### config.mk
export PLATFORM = sky130hd
export DESIGN_NAME = acc_datapath
export DESIGN_NICKNAME = d
export VERILOG_FILES = /design/src/rtl/acc_pkg.sv /design/src/rtl/acc_decode.sv /design/src/rtl/acc_alu.sv /design/src/rtl/acc_reg.sv /design/src/rtl/acc_datapath.sv
export SDC_FILE = /design/constraint.sdc
export NUM_CORES = 1
export LEC_CHECK = 0
export ABC_CLOCK_PERIOD_IN_PS = 1890
export CAP_MARGIN = 20
export CORE_MARGIN = 2
export CORE_UTILIZATION = 36
export DETAILED_ROUTE_END_ITERATION = 10
export SYNTH_ARGS = -nofsm -noshare
export SYNTH_HDL_FRONTEND = slang
export SYNTH_SLANG_ARGS = --single-unit
### constraint.sdc
create_clock -name clk_i -period 1.89 [get_ports clk_i]
set_input_delay 0.2835 -clock clk_i [delete_from_list [all_inputs] [get_ports clk_i]]
set_output_delay 0.2835 -clock clk_i [all_outputs]
set_load 0.01 [all_outputs]
### src/rtl/acc_pkg.sv
package acc_pkg;
  localparam int unsigned CODE_W = 4;

  typedef enum logic [CODE_W-1:0] {
    OP_NOP     = 4'd0,
    OP_LD_A    = 4'd1,
    OP_MV_A2R  = 4'd2,
    OP_EMIT_R  = 4'd3,
    OP_EMIT_A  = 4'd4,
    OP_LD_R    = 4'd5,
    OP_LD_A_B  = 4'd6,
    OP_ADD     = 4'd7,
    OP_OR      = 4'd8,
    OP_AND     = 4'd9,
    OP_INV     = 4'd10
  } opcode_e;

  typedef enum logic [1:0] {ALU_ADD, ALU_OR, ALU_AND, ALU_INV} alu_op_e;
  typedef enum logic [1:0] {SRC_HOLD, SRC_DIN, SRC_ALU} acc_src_e;
  typedef enum logic [1:0] {GSRC_HOLD, GSRC_ACC, GSRC_DIN} gpr_src_e;
  typedef enum logic [1:0] {OSRC_HOLD, OSRC_GPR, OSRC_ACC} out_src_e;
endpackage

### src/rtl/acc_decode.sv
module acc_decode
  import acc_pkg::*;
(
  input  logic [CODE_W-1:0] instr_i,
  output acc_src_e          acc_src_o,
  output gpr_src_e          gpr_src_o,
  output out_src_e          out_src_o,
  output alu_op_e           alu_op_o
);
  always_comb begin
    acc_src_o = SRC_HOLD;
    gpr_src_o = GSRC_HOLD;
    out_src_o = OSRC_HOLD;
    alu_op_o  = ALU_ADD;
    case (instr_i)
      OP_LD_A, OP_LD_A_B: acc_src_o = SRC_DIN;
      OP_MV_A2R:          gpr_src_o = GSRC_ACC;
      OP_LD_R:            gpr_src_o = GSRC_DIN;
      OP_EMIT_R:          out_src_o = OSRC_GPR;
      OP_EMIT_A:          out_src_o = OSRC_ACC;
      OP_ADD: begin acc_src_o = SRC_ALU; alu_op_o = ALU_ADD; end
      OP_OR:  begin acc_src_o = SRC_ALU; alu_op_o = ALU_OR;  end
      OP_AND: begin acc_src_o = SRC_ALU; alu_op_o = ALU_AND; end
      OP_INV: begin acc_src_o = SRC_ALU; alu_op_o = ALU_INV; end
      default: ;
    endcase
  end
endmodule

### src/rtl/acc_alu.sv
module acc_alu
  import acc_pkg::*;
#(
  parameter int unsigned WIDTH = 8
) (
  input  alu_op_e          op_i,
  input  logic [WIDTH-1:0] a_i,
  input  logic [WIDTH-1:0] b_i,
  output logic [WIDTH-1:0] y_o
);
  always_comb begin
    unique case (op_i)
      ALU_ADD: y_o = a_i + b_i; // carry dropped
      ALU_OR:  y_o = a_i | b_i;
      ALU_AND: y_o = a_i & b_i;
      ALU_INV: y_o = ~a_i;
      default: y_o = a_i;
    endcase
  end
endmodule

### src/rtl/acc_reg.sv
module acc_reg #(
  parameter int unsigned WIDTH = 8
) (
  input  logic             clk_i,
  input  logic             rst_ni,
  input  logic             en_i,
  input  logic [WIDTH-1:0] d_i,
  output logic [WIDTH-1:0] q_o
);
  always_ff @(posedge clk_i or negedge rst_ni) begin
    if (!rst_ni)   q_o <= '0;
    else if (en_i) q_o <= d_i;
  end
endmodule

### src/rtl/acc_datapath.sv
module acc_datapath
  import acc_pkg::*;
#(
  parameter int unsigned WIDTH = 8
) (
  input  logic              clk_i,
  input  logic              rst_ni,
  input  logic [CODE_W-1:0] instr_i,
  input  logic [WIDTH-1:0]  din_i,
  output logic [WIDTH-1:0]  acc_o,
  output logic [WIDTH-1:0]  gpr_o,
  output logic [WIDTH-1:0]  out_o
);
  localparam int unsigned NREG = 3;

  acc_src_e acc_src;
  gpr_src_e gpr_src;
  out_src_e out_src;
  alu_op_e  alu_op;
  logic [WIDTH-1:0] alu_y;

  logic [NREG-1:0]            reg_en;
  logic [NREG-1:0][WIDTH-1:0] reg_d;
  logic [NREG-1:0][WIDTH-1:0] reg_q;

  acc_decode i_decode (
    .instr_i   (instr_i),
    .acc_src_o (acc_src),
    .gpr_src_o (gpr_src),
    .out_src_o (out_src),
    .alu_op_o  (alu_op)
  );

  acc_alu #(.WIDTH(WIDTH)) i_alu (
    .op_i (alu_op),
    .a_i  (reg_q[0]),
    .b_i  (reg_q[1]),
    .y_o  (alu_y)
  );

  // slot 0 = accumulator, 1 = general register, 2 = output
  always_comb begin
    reg_en[0] = (acc_src != SRC_HOLD);
    reg_d[0]  = (acc_src == SRC_DIN) ? din_i : alu_y;
    reg_en[1] = (gpr_src != GSRC_HOLD);
    reg_d[1]  = (gpr_src == GSRC_DIN) ? din_i : reg_q[0];
    reg_en[2] = (out_src != OSRC_HOLD);
    reg_d[2]  = (out_src == OSRC_GPR) ? reg_q[1] : reg_q[0];
  end

  for (genvar g = 0; g < NREG; g++) begin : g_reg
    acc_reg #(.WIDTH(WIDTH)) i_reg (
      .clk_i  (clk_i),
      .rst_ni (rst_ni),
      .en_i   (reg_en[g]),
      .d_i    (reg_d[g]),
      .q_o    (reg_q[g])
    );
  end

  assign acc_o = reg_q[0];
  assign gpr_o = reg_q[1];
  assign out_o = reg_q[2];

  always @(posedge clk_i) begin
    if (!rst_ni) begin
      a_r1_reset_clear: assert (acc_o == '0 && gpr_o == '0 && out_o == '0);
    end
  end

  a_r2_load_din: assert property (@(posedge clk_i) disable iff (!rst_ni)
    (instr_i == 4'd1 || instr_i == 4'd6) |=> acc_o == $past(din_i));
  a_r3_copy_acc: assert property (@(posedge clk_i) disable iff (!rst_ni)
    (instr_i == 4'd2) |=> gpr_o == $past(acc_o));
  a_r3_load_gpr: assert property (@(posedge clk_i) disable iff (!rst_ni)
    (instr_i == 4'd5) |=> gpr_o == $past(din_i));
  a_r4_emit_gpr: assert property (@(posedge clk_i) disable iff (!rst_ni)
    (instr_i == 4'd3) |=> out_o == $past(gpr_o));
  a_r4_emit_acc: assert property (@(posedge clk_i) disable iff (!rst_ni)
    (instr_i == 4'd4) |=> out_o == $past(acc_o));
  a_r5_add_wrap: assert property (@(posedge clk_i) disable iff (!rst_ni)
    (instr_i == 4'd7) |=> acc_o == WIDTH'($past(acc_o) + $past(gpr_o)));
  a_r6_or: assert property (@(posedge clk_i) disable iff (!rst_ni)
    (instr_i == 4'd8) |=> acc_o == ($past(acc_o) | $past(gpr_o)));
  a_r6_and: assert property (@(posedge clk_i) disable iff (!rst_ni)
    (instr_i == 4'd9) |=> acc_o == ($past(acc_o) & $past(gpr_o)));
  a_r7_invert: assert property (@(posedge clk_i) disable iff (!rst_ni)
    (instr_i == 4'd10) |=> acc_o == ~$past(acc_o));
  a_r8_gpr_hold: assert property (@(posedge clk_i) disable iff (!rst_ni)
    (instr_i != 4'd2 && instr_i != 4'd5) |=> $stable(gpr_o));
  a_r9_acc_hold: assert property (@(posedge clk_i) disable iff (!rst_ni)
    (instr_i >= 4'd2 && instr_i <= 4'd5) |=> $stable(acc_o));
  a_r10_out_hold: assert property (@(posedge clk_i) disable iff (!rst_ni)
    (instr_i != 4'd3 && instr_i != 4'd4) |=> $stable(out_o));
  a_r11_nop: assert property (@(posedge clk_i) disable iff (!rst_ni)
    (instr_i == 4'd0 || instr_i >= 4'd11)
      |=> $stable(acc_o) && $stable(gpr_o) && $stable(out_o));
endmodule

==> results by group, run 1 <==
GRT
  – Total grt overflow: 0
  – Met2 usage: 32.8%
  – Global routing's busiest layer: met2
  – Pin count of the biggest net entering global routing: 25
  – Met1 Use GR: between 30% and 40%
  – Met3 Track Usage GR: 2.83%
  – Initial antenna violation count: 0
  – Vias in the first global route: 2,065
  – GRT Overall Usage: 21.3%
  – First-pass GRT wire length: 10.6 mm

Drt
  – Via density: 5.48
  – DR iter-0 viols: 223
  – DRC errors left: 0
  – DRT antenna net count: 0
  – DR pass1 iterations: 5
  – Routed WL: around 6.6 mm
  – Wire per inst: roughly 16 um
  – Routed vias: about 2,300

Yosys
  – Top FF cell, synth: dfrtp_1
  – Post-synth EDFFs: 0
  – Top post-synthesis cells by area: dfrtp_1, ha_1, mux2i_1, a21oi_1, nand2_1
  – Top cells by count, synth: nand2_1, dfrtp_1, a21oi_1, inv_1, nor2_1
  – Seq cells post-synth: 24
  – Cells after Synth: 251
  – Async set-reset flop share out of synthesis: between 90% and 100%
  – Most frequent cell after synthesis: nand2_1
  – Cell variety after synth: 44
  – Share of the synthesized area in the top cell type: 28.9%
  – Seq/Total Area, Yosys: 28.9%
  – Avg Cell Area, Syn: slightly above 8 um2
  – Largest area contributor in the netlist: dfrtp_1
  – Yosys warns: 0
  – Syn_nets: 282
  – Post-Syn Area: 2080 um2

Critical path
  – Critical setup path kind: reg -> reg
  – CP Max Fanout: 2
  – CP required: 2.07 ns
  – Worst setup SP type: flop
  – Reg2reg path depth: 8
  – Worst R2R Setup Slack: 0.06 ns
  – R2R Path Start: g_reg[0].i_reg.q_o[1]$_DFFE_PN0P_
  – CP Capture Type: flop
  – Worst flop-to-flop path endpoint: g_reg[0].i_reg.q_o[7]$_DFFE_PN0P_
  – Critical Path AT: between 2 and 2.5 ns

Clocking
  – CTS Root Cell: clkbuf_8
  – Maximum clock path buffer count: 2
  – CTS Hold Bufs: 0
  – Htree depth: 1
  – CTS tree: yes
  – CTS Buf Count: 3
  – Clock Pin Slew Worst Setup and Hold Paths: around 0.09 ns
  – CTS sink cnt: 24
  – Worst-skew pair later-pin latency: 0.27 ns

Power and ir drop
  – Switching pwr: 1.12 mW
  – Clock power frac: 12.7%
  – Worst vdd ir: 0.458 mV
  – Pwr Density: 942 nW/um2
  – Sequential share of power: ~27%
  – Combinational Power Share: 59.9%
  – Internal power: 1.78 mW
  – Sw Share: 38.6%
  – Final Power: slightly below 3 mW
  – Leakage: 1.37 nW

Finish
  – Filler cells: roughly 540
  – Nets: 372
  – Layout Cells excl Fill: a little over 400
  – Fin area: 3070 um2
  – Finished Core Util: between 50% and 60%
  – Area of the multi-input gates: between 1000 and 1500 um2
  – Largest regs: g.i_reg.q_o (24)
  – Register area: around 600 um2
  – Layout cells sized above 1: roughly 25%
  – Max FFs per register: 24
  – Largest reg by FF count: g.i_reg.q_o
  – P&R area growth vs syn: 47.8%
  – N_diodes: 0

STA
  – F_max: 546 MHz
  – WHS: approximately 0.37 ns
  – Final cycle utilization of the critical path: 96.9%
  – Tightest Pin Transition: 0.472 ns
  – Final hold violation count: 0
  – Post-Route Setup TNS: 0 ns
  – PnR worst setup slack: 0.0595 ns
  – Slew Limit Fails: 0
  – Final setup viols: 0
  – Min cycle time layout: 1.83 ns
  – RSZ-0062 raised after global routing: yes
  – Clock skew: 0.00182 ns
  – Slew headroom: 68.3%

Die
  – I/O pin cnt: 38
  – Die width: 80 um
  – Die area: 6400 um2
  – Die Span Y: 80 um
  – Initial Util: 37.5%
  – Core Area: 5540 um2
  – Row cnt: 27

Placed design
  – GPL Wtd Cong: 0.904
  – Worst slack, placed: -0.202 ns
  – Hpwl dp: about 5.0 mm
  – Post-place instance area: 2910 um2
  – Placed Cells: 404
  – Count of input and output buffers: 37

Min path
  – Worst Hold Class: in -> async

Job
  – Max-capacitance violation count: 0

Run status
  – Outcome: finished clean
-- per-layer routing --
metal / part of all wire, % / wire (um)
met2: 45 / 2960
met1: 48 / 3180
met4: 1.4 / 90
met5: 0 / 0
met3: 5.0 / 330
-- cell usage in the layout, fill, tap and decap left out, types with 4 or more instances in the layout --
| cell | n |
|---|---|
| buf_4 | 60 |
| nor2_1 | 18 |
| nand2_1 | 26 |
| o21ai_0 | 8 |
| o21ai_1 | 14 |
| clkdlybuf4s50_1 | 36 |
| a22oi_1 | 9 |
| dfrtp_1 | 22 |
| ha_1 | 12 |
| nand2b_1 | 6 |
| inv_1 | 16 |
| nor3_1 | 5 |
| o22ai_1 | 6 |
| mux2i_1 | 16 |
| clkbuf_8 | 4 |
| a21oi_1 | 21 |
| nor2b_1 | 5 |
-- what timing repair did --
item | CTS | global route
buffers inserted | 0 | 4
pin swaps | 4 | 2
endpoints found under the setup margin | 3 | 11
endpoints found under the hold margin | 0 | 0
resized for setup | 12 | 10
-- layout make-up --
class	instances	area share, %
multi-input combinational	195	45.7
timing repair buffer	99	27.8
sequential	24	19.6
tap	72	2.93
inverter	18	2.20
clock buffer	4	1.79
-- worst max path at each step --
stage | cells after the start | end | from | slack, ns
after floorplan | 7 | g_reg[0].i_reg.q_o[7]$_DFFE_PN0P_ | g_reg[0].i_reg.q_o[1]$_DFFE_PN0P_ | 0.03
after detailed placement | 7 | g_reg[0].i_reg.q_o[3]$_DFFE_PN0P_ | instr_i[1] | -0.20
after global placement | 7 | g_reg[0].i_reg.q_o[3]$_DFFE_PN0P_ | instr_i[1] | -0.15
after CTS | 8 | g_reg[0].i_reg.q_o[7]$_DFFE_PN0P_ | g_reg[0].i_reg.q_o[1]$_DFFE_PN0P_ | 0.009
final | 8 | g_reg[0].i_reg.q_o[7]$_DFFE_PN0P_ | g_reg[0].i_reg.q_o[1]$_DFFE_PN0P_ | 0.06
after global routing | 8 | g_reg[0].i_reg.q_o[7]$_DFFE_PN0P_ | g_reg[1].i_reg.q_o[1]$_DFFE_PN0P_ | -0.06
-- power groups by stage --
stage                     sequential, mW  clock (mW)  combinational [mW]
after floorplan                    0.868           0               0.737
after global placement             0.796           0                1.59
after detailed placement           0.795           0                1.59
after CTS                          0.791       0.380                1.65
after global routing               0.817       0.403                1.90
final                              0.793       0.368                1.74
-- critical path, stage by stage (launching register included) --
cell and delay, ns:
dfrtp_1 0.40, inv_2 0.08, ha_4 0.21, a211oi_2 0.22, buf_4 0.16, o21ai_1 0.08
a31oi_2 0.22, xor2_1 0.10, o311ai_1 0.27
-- cell families (layout without fill, tap and decap cells) --
family / after synthesis / count (layout) / synth area share (%)
xor+xnor: 2 / 2 / 0.843
fa+ha+maj: 17 / 17 / 10.6
buf+inv: 32 / 121 / 6.98
flops: 24 / 24 / 28.9
compound gates: 86 / 86 / 26.5
mux: 16 / 16 / 7.70
simple gates: 74 / 74 / 18.5
Note: power is estimated with default switching activity, not from simulation.
==> run 2: changes to the inputs <==
--- a/config.mk
+++ b/config.mk
@@ -5,9 +5,9 @@
 export SDC_FILE = /design/constraint.sdc
 export NUM_CORES = 1
 export LEC_CHECK = 0
-export ABC_CLOCK_PERIOD_IN_PS = 1890
+export ABC_CLOCK_PERIOD_IN_PS = 1800
 export CAP_MARGIN = 20
-export CORE_MARGIN = 2
+export CORE_MARGIN = 5
 export CORE_UTILIZATION = 36
 export DETAILED_ROUTE_END_ITERATION = 10
 export SYNTH_ARGS = -nofsm -noshare
==> constraint.sdc (replaced) <==
create_clock -name clk_i -period 1.8 [get_ports clk_i]
set_input_delay 0.27 -clock clk_i [delete_from_list [all_inputs] [get_ports clk_i]]
set_output_delay 0.27 -clock clk_i [all_outputs]
set_load 0.01 [all_outputs]
==> results by group, run 2 (synthesis gave the netlist of run 1 again) <==
Finish
  – Layout cells sized above 1: 28.5%
  – P&R area growth vs syn: 51.8%
  – N_diodes: 0
  – Largest reg by FF count: g.i_reg.q_o
  – Max FFs per register: 24
  – Nets: ~380
  – Most frequent cells in the layout: buf_4, clkdlybuf4s50_1, nand2_1
  – Commonest non-fill, non-tap cell in the layout: buf_4
  – Filler cells: 523
  – Area of the multi-input gates: 1460 um2
  – Fin area: around 3200 um2
  – Register area: approximately 600 um2
  – Largest regs: g.i_reg.q_o (24)

Drt
  – Routed WL: 6.74 mm
  – DRC errors left: 0
  – DRT antenna net count: 0
  – Via density: ~5.3
  – Routed vias: around 2,200
  – DR pass1 iterations: 4
  – DR iter-0 viols: between 150 and 200
  – Wire per inst: 16.1 um

Die
  – Core Area: about 5600 um2
  – Die area: 7400 um2
  – Row cnt: 27
  – Die width: ~86 um
  – I/O pin cnt: 38
  – Initial Util: 37.3%
  – Die Span Y: roughly 86 um

Clocking
  – Clock Pin Slew Worst Setup and Hold Paths: 0.09 ns
  – CTS Buf Count: 3
  – CTS tree: yes
  – Worst-skew pair later-pin latency: 0.27 ns
  – Maximum clock path buffer count: 2
  – Htree depth: 1
  – CTS Hold Bufs: 0
  – CTS sink cnt: 24
  – CTS Root Cell: clkbuf_8

STA
  – Final cycle utilization of the critical path: 99.1%
  – Tightest Pin Transition: 0.512 ns
  – Final hold violation count: 0
  – Slew Limit Fails: 0
  – Slew headroom: 65.7%
  – Clock skew: roughly 0.0032 ns
  – RSZ-0062 raised after global routing: yes
  – F_max: between 500 and 600 MHz
  – WHS: around 0.35 ns
  – Final setup viols: 0
  – Min cycle time layout: 1.78 ns

Critical path
  – Critical Path AT: 1.96 ns
  – CP Max Fanout: 3
  – Critical setup path kind: reg -> reg
  – CP Cell Sequence: inv_2 -> ha_4 -> a211oi_2 -> buf_4 -> o21ai_4 -> a31oi_2 -> xor2_1 -> o311ai_1
  – CP required: 1.98 ns
  – CP max-delay cell: dfrtp_2
  – CP Capture Type: flop
  – Largest stage delay, worst path: 0.43 ns
  – Worst setup SP type: flop

GRT
  – GRT Overall Usage: approximately a fifth
  – First-pass GRT wire length: 11.1 mm
  – Vias in the first global route: 2,206
  – Total grt overflow: 0
  – Pin count of the biggest net entering global routing: 25
  – Initial antenna violation count: 0

Placed design
  – Count of input and output buffers: 37
  – Hpwl dp: 5.10 mm
  – GPL Wtd Cong: about 0.89
  – Post-place instance area: 2960 um2

Min path
  – Worst Hold Class: in -> async

Power and ir drop
  – Leakage: 1.41 nW
  – Final Power: roughly 3.1 mW
  – Worst vdd ir: about 0.50 mV
  – Pwr Density: 996 nW/um2

Job
  – Max-capacitance violation count: 0

Run status
  – Outcome: finished clean
[run 2: worst paths after layout]
path | startpoint | to | slack [ns] | cells after the start
setup / recovery | g_reg[0].i_reg.q_o[1]$_DFFE_PN0P_ | g_reg[0].i_reg.q_o[7]$_DFFE_PN0P_ | 0.02 | 8
hold / removal | rst_ni | g_reg[2].i_reg.q_o[4]$_DFFE_PN0P_ | 0.35 | 2
setup reg to reg | g_reg[0].i_reg.q_o[1]$_DFFE_PN0P_ | g_reg[0].i_reg.q_o[7]$_DFFE_PN0P_ | 0.02 | 8
hold reg to reg | g_reg[1].i_reg.q_o[4]$_DFFE_PN0P_ | g_reg[2].i_reg.q_o[4]$_DFFE_PN0P_ | 0.55 | 2
max in group asynchronous | rst_ni | g_reg[0].i_reg.q_o[0]$_DFFE_PN0P_ | 1.18 | 2
min in group clk_i | g_reg[1].i_reg.q_o[4]$_DFFE_PN0P_ | g_reg[2].i_reg.q_o[4]$_DFFE_PN0P_ | 0.55 | 2
[run 2: worst max-delay path: cells and delay by family, from the launching register on]
family | cells | cell delay, ns
AOI/OAI and AO/OA | 4 | 0.72
xor gates and xnor gates | 1 | 0.09
adders and majority gates | 1 | 0.20
buffers and inverters | 2 | 0.24
DFF | 1 | 0.43
[run 2: final cells by class]
| class | instances | area share, % |
|---|---|---|
| multi-input cells | 195 | 46.1 |
| repair buffers | 106 | 28.3 |
| flip-flops and latches | 24 | 19.1 |
| well taps | 72 | 2.85 |
| inverters | 18 | 2.14 |
| clock buffers | 4 | 1.43 |
[run 2: stage by stage]
step	utilization (%)	setup WS [ns]	setup TNS [ns]	std cells
after floorplan	-	0.00507	0	251
final	56.6	0.0161	0	419
after global placement	53.1	-0.237	-2.62	412
after global routing	56.6	-0.112	-0.185	419
after CTS	54.7	-0.00713	-0.00713	417
after detailed placement	53.1	-0.235	-2.73	412
[run 2: metal layers]
metal  global-route usage [%]  vias up  routed length (um)
met5                        0        -                   0
met2                     30.0       68                3200
met1                     26.1     1027                3160
met3                     2.69        6                 320
li1                         -     1104                   -
met4                     4.60        0                  51
[run 2: repair_timing]
| item | CTS | global route |
|---|---|---|
| cloned | 0 | 0 |
| pin swaps | 5 | 15 |
| setup buffers | 1 | 2 |
| endpoints found under the setup margin | 4 | 5 |
| resized for setup | 10 | 23 |
| endpoints found under the hold margin | 0 | 0 |
[run 2: power by group]
group / switching [mW] / internal, mW
registers: 0.135 / 0.689
clock network: 0.191 / 0.159
logic: 0.920 / 1.05
==> run 3: changes to the inputs <==
--- a/config.mk
+++ b/config.mk
@@ -10,6 +10,8 @@
 export CORE_MARGIN = 5
 export CORE_UTILIZATION = 36
 export DETAILED_ROUTE_END_ITERATION = 10
+export RECOVER_POWER = 25
+export SLEW_MARGIN = 15
 export SYNTH_ARGS = -nofsm -noshare
 export SYNTH_HDL_FRONTEND = slang
 export SYNTH_SLANG_ARGS = --single-unit
==> results by group, run 3 (synthesis gave the netlist of run 1 again) <==
Die
  – Die Span Y: approximately 86 um
  – Die width: 86 um
  – Initial Util: 37.3%
  – Row cnt: 27
  – I/O pin cnt: 38
  – Core Area: approximately 5600 um2
  – Die area: between 7000 and 8000 um2

Power and ir drop
  – Sw Share: 39.6%
  – Pwr Density: 997 nW/um2
  – Worst vdd ir: between 0.5 and 0.6 mV
  – Leakage: 1.41 nW
  – Clock power frac: 11.1%
  – Internal power: approximately 1.9 mW
  – Combinational Power Share: 62.7%
  – Sequential share of power: between 20% and 30%
  – Switching pwr: around 1.2 mW

STA
  – Final setup viols: 0
  – WHS: about 0.54 ns
  – Final cycle utilization of the critical path: 99.1%
  – Min cycle time layout: about 1.8 ns
  – Slew headroom: 57.0%
  – Tightest Pin Transition: 0.645 ns
  – F_max: about 560 MHz
  – Final hold violation count: 0
  – Slew Limit Fails: 0
  – RSZ-0062 raised after global routing: yes
  – Clock skew: 0.00319 ns

Drt
  – DR WL met3: 324 um
  – Met2 WL: about 3.2 mm
  – Wire per inst: roughly 16 um
  – M1 wire length: 3.15 mm
  – DR pass1 iterations: 4
  – DRC errors left: 0
  – DR iter-0 viols: approximately 180
  – Routed WL: 6.73 mm
  – DRT antenna net count: 0
  – Max layer used: met4
  – Routed vias: 2,206
  – Via density: approximately 5.3

Critical path
  – CP required: 1.98 ns
  – Critical path startpoint: g_reg[0].i_reg.q_o[1]$_DFFE_PN0P_
  – Worst setup SP type: flop
  – CP Max Fanout: 3
  – Worst flop-to-flop path endpoint: g_reg[0].i_reg.q_o[7]$_DFFE_PN0P_
  – CP Cell Sequence: inv_2 -> ha_4 -> a211oi_2 -> buf_4 -> o21ai_4 -> a31oi_2 -> xor2_1 -> o311ai_1
  – Reg2reg path depth: 8
  – R2R Path Start: g_reg[0].i_reg.q_o[1]$_DFFE_PN0P_
  – Largest stage delay, worst path: 0.43 ns
  – Worst R2R Setup Slack: ~0.016 ns
  – CP max-delay cell: dfrtp_2
  – Critical setup path kind: reg -> reg
  – Critical Path AT: 1.96 ns
  – CP Capture Type: flop

GRT
  – Total grt overflow: 0
  – GRT Overall Usage: 18.6%
  – First-pass GRT wire length: 11.1 mm
  – Initial antenna violation count: 0
  – Pin count of the biggest net entering global routing: 25
  – Vias in the first global route: between 2,000 and 2,500

Placed design
  – Count of input and output buffers: 37
  – Hpwl dp: slightly above 5 mm
  – GPL Wtd Cong: 0.888
  – Post-place instance area: 2960 um2

Run status
  – Outcome: finished clean

Min path
  – Worst Hold Class: in -> async

Finish
  – Largest regs: g.i_reg.q_o (24)
  – Finished Core Util: between 50% and 60%
  – Max FFs per register: 24
  – Nets: ~380
  – P&R area growth vs syn: 51.7%
  – Largest reg by FF count: g.i_reg.q_o
  – N_diodes: 0
  – Most frequent cells in the layout: buf_4, clkdlybuf4s50_1, nand2_1
  – Layout cells sized above 1: 28.5%
  – Commonest non-fill, non-tap cell in the layout: buf_4
  – Fin area: 3150 um2
  – Filler cells: about 520

Job
  – Max-capacitance violation count: 0

Clocking
  – Htree depth: 1
  – Clock Pin Slew Worst Setup and Hold Paths: 0.09 ns
  – Worst-skew pair later-pin latency: 0.27 ns
  – CTS Buf Count: 3
  – CTS tree: yes
  – CTS Hold Bufs: 0
  – CTS Root Cell: clkbuf_8
  – CTS sink cnt: 24
  – Maximum clock path buffer count: 2
## run 3: cell types whose count changed in the layout (fill, tap and decap cells not counted), sizes merged
cell and delta:
clkdlybuf4s50 -1, clkbuf +1, buf -1, dlygate4sd3 +1
## run 3: metrics by stage
stage                     instances  setup WS [ns]  total power, mW  TNS [ns]
final                           419         0.0162             3.14         0
after global routing            419         -0.112             3.39    -0.185
after CTS                       417       -0.00713             2.98  -0.00713
after detailed placement        412         -0.235             2.55     -2.73
after global placement          412         -0.237             2.54     -2.62
after floorplan                 251        0.00507             1.69         0
## run 3: final cells by class
class                      instances  area, um2  share of cell area (%)
multi-input combinational        195       1460                    46.2
inverter                          18       67.6                    2.14
tap                               72       90.1                    2.86
timing repair buffer             106        892                    28.3
clock buffer                       4       45.0                    1.43
sequential                        24        603                    19.1
## run 3: power by group through the flow
stage	clock network, mW	registers [mW]	logic [mW]
after floorplan	0	0.913	0.774
after global placement	0	0.827	1.71
after detailed placement	0	0.832	1.72
after CTS	0.359	0.820	1.80
after global routing	0.390	0.858	2.15
final	0.349	0.823	1.97
## run 3: how the worst max path moves through the flow
stage / endpoint / slack (ns)
after floorplan: g_reg[0].i_reg.q_o[7]$_DFFE_PN0P_ / 0.005
after global placement: g_reg[0].i_reg.q_o[6]$_DFFE_PN0P_ / -0.24
after detailed placement: g_reg[0].i_reg.q_o[6]$_DFFE_PN0P_ / -0.23
after CTS: g_reg[0].i_reg.q_o[6]$_DFFE_PN0P_ / -0.007
after global routing: g_reg[0].i_reg.q_o[7]$_DFFE_PN0P_ / -0.11
final: g_reg[0].i_reg.q_o[7]$_DFFE_PN0P_ / 0.02
## run 3: layer usage
metal,vias to the layer above,track usage [%]
li1,1105,-
met1,1027,26.1
met2,68,30.0
met3,6,2.69
met4,0,4.60
met5,-,0
## run 3: critical path, delay by kind of cell (launching register included)
kind,cells,cell delay (ns)
fa+ha+maj,1,0.20
buf+inv,2,0.24
compound gates,4,0.72
flops,1,0.43
xor+xnor,1,0.09
## run 3: repair_timing
action	CTS	global route
setup endpoints to repair	4	5
buffers inserted	1	2
gates resized for setup	10	23
pin swaps	5	15
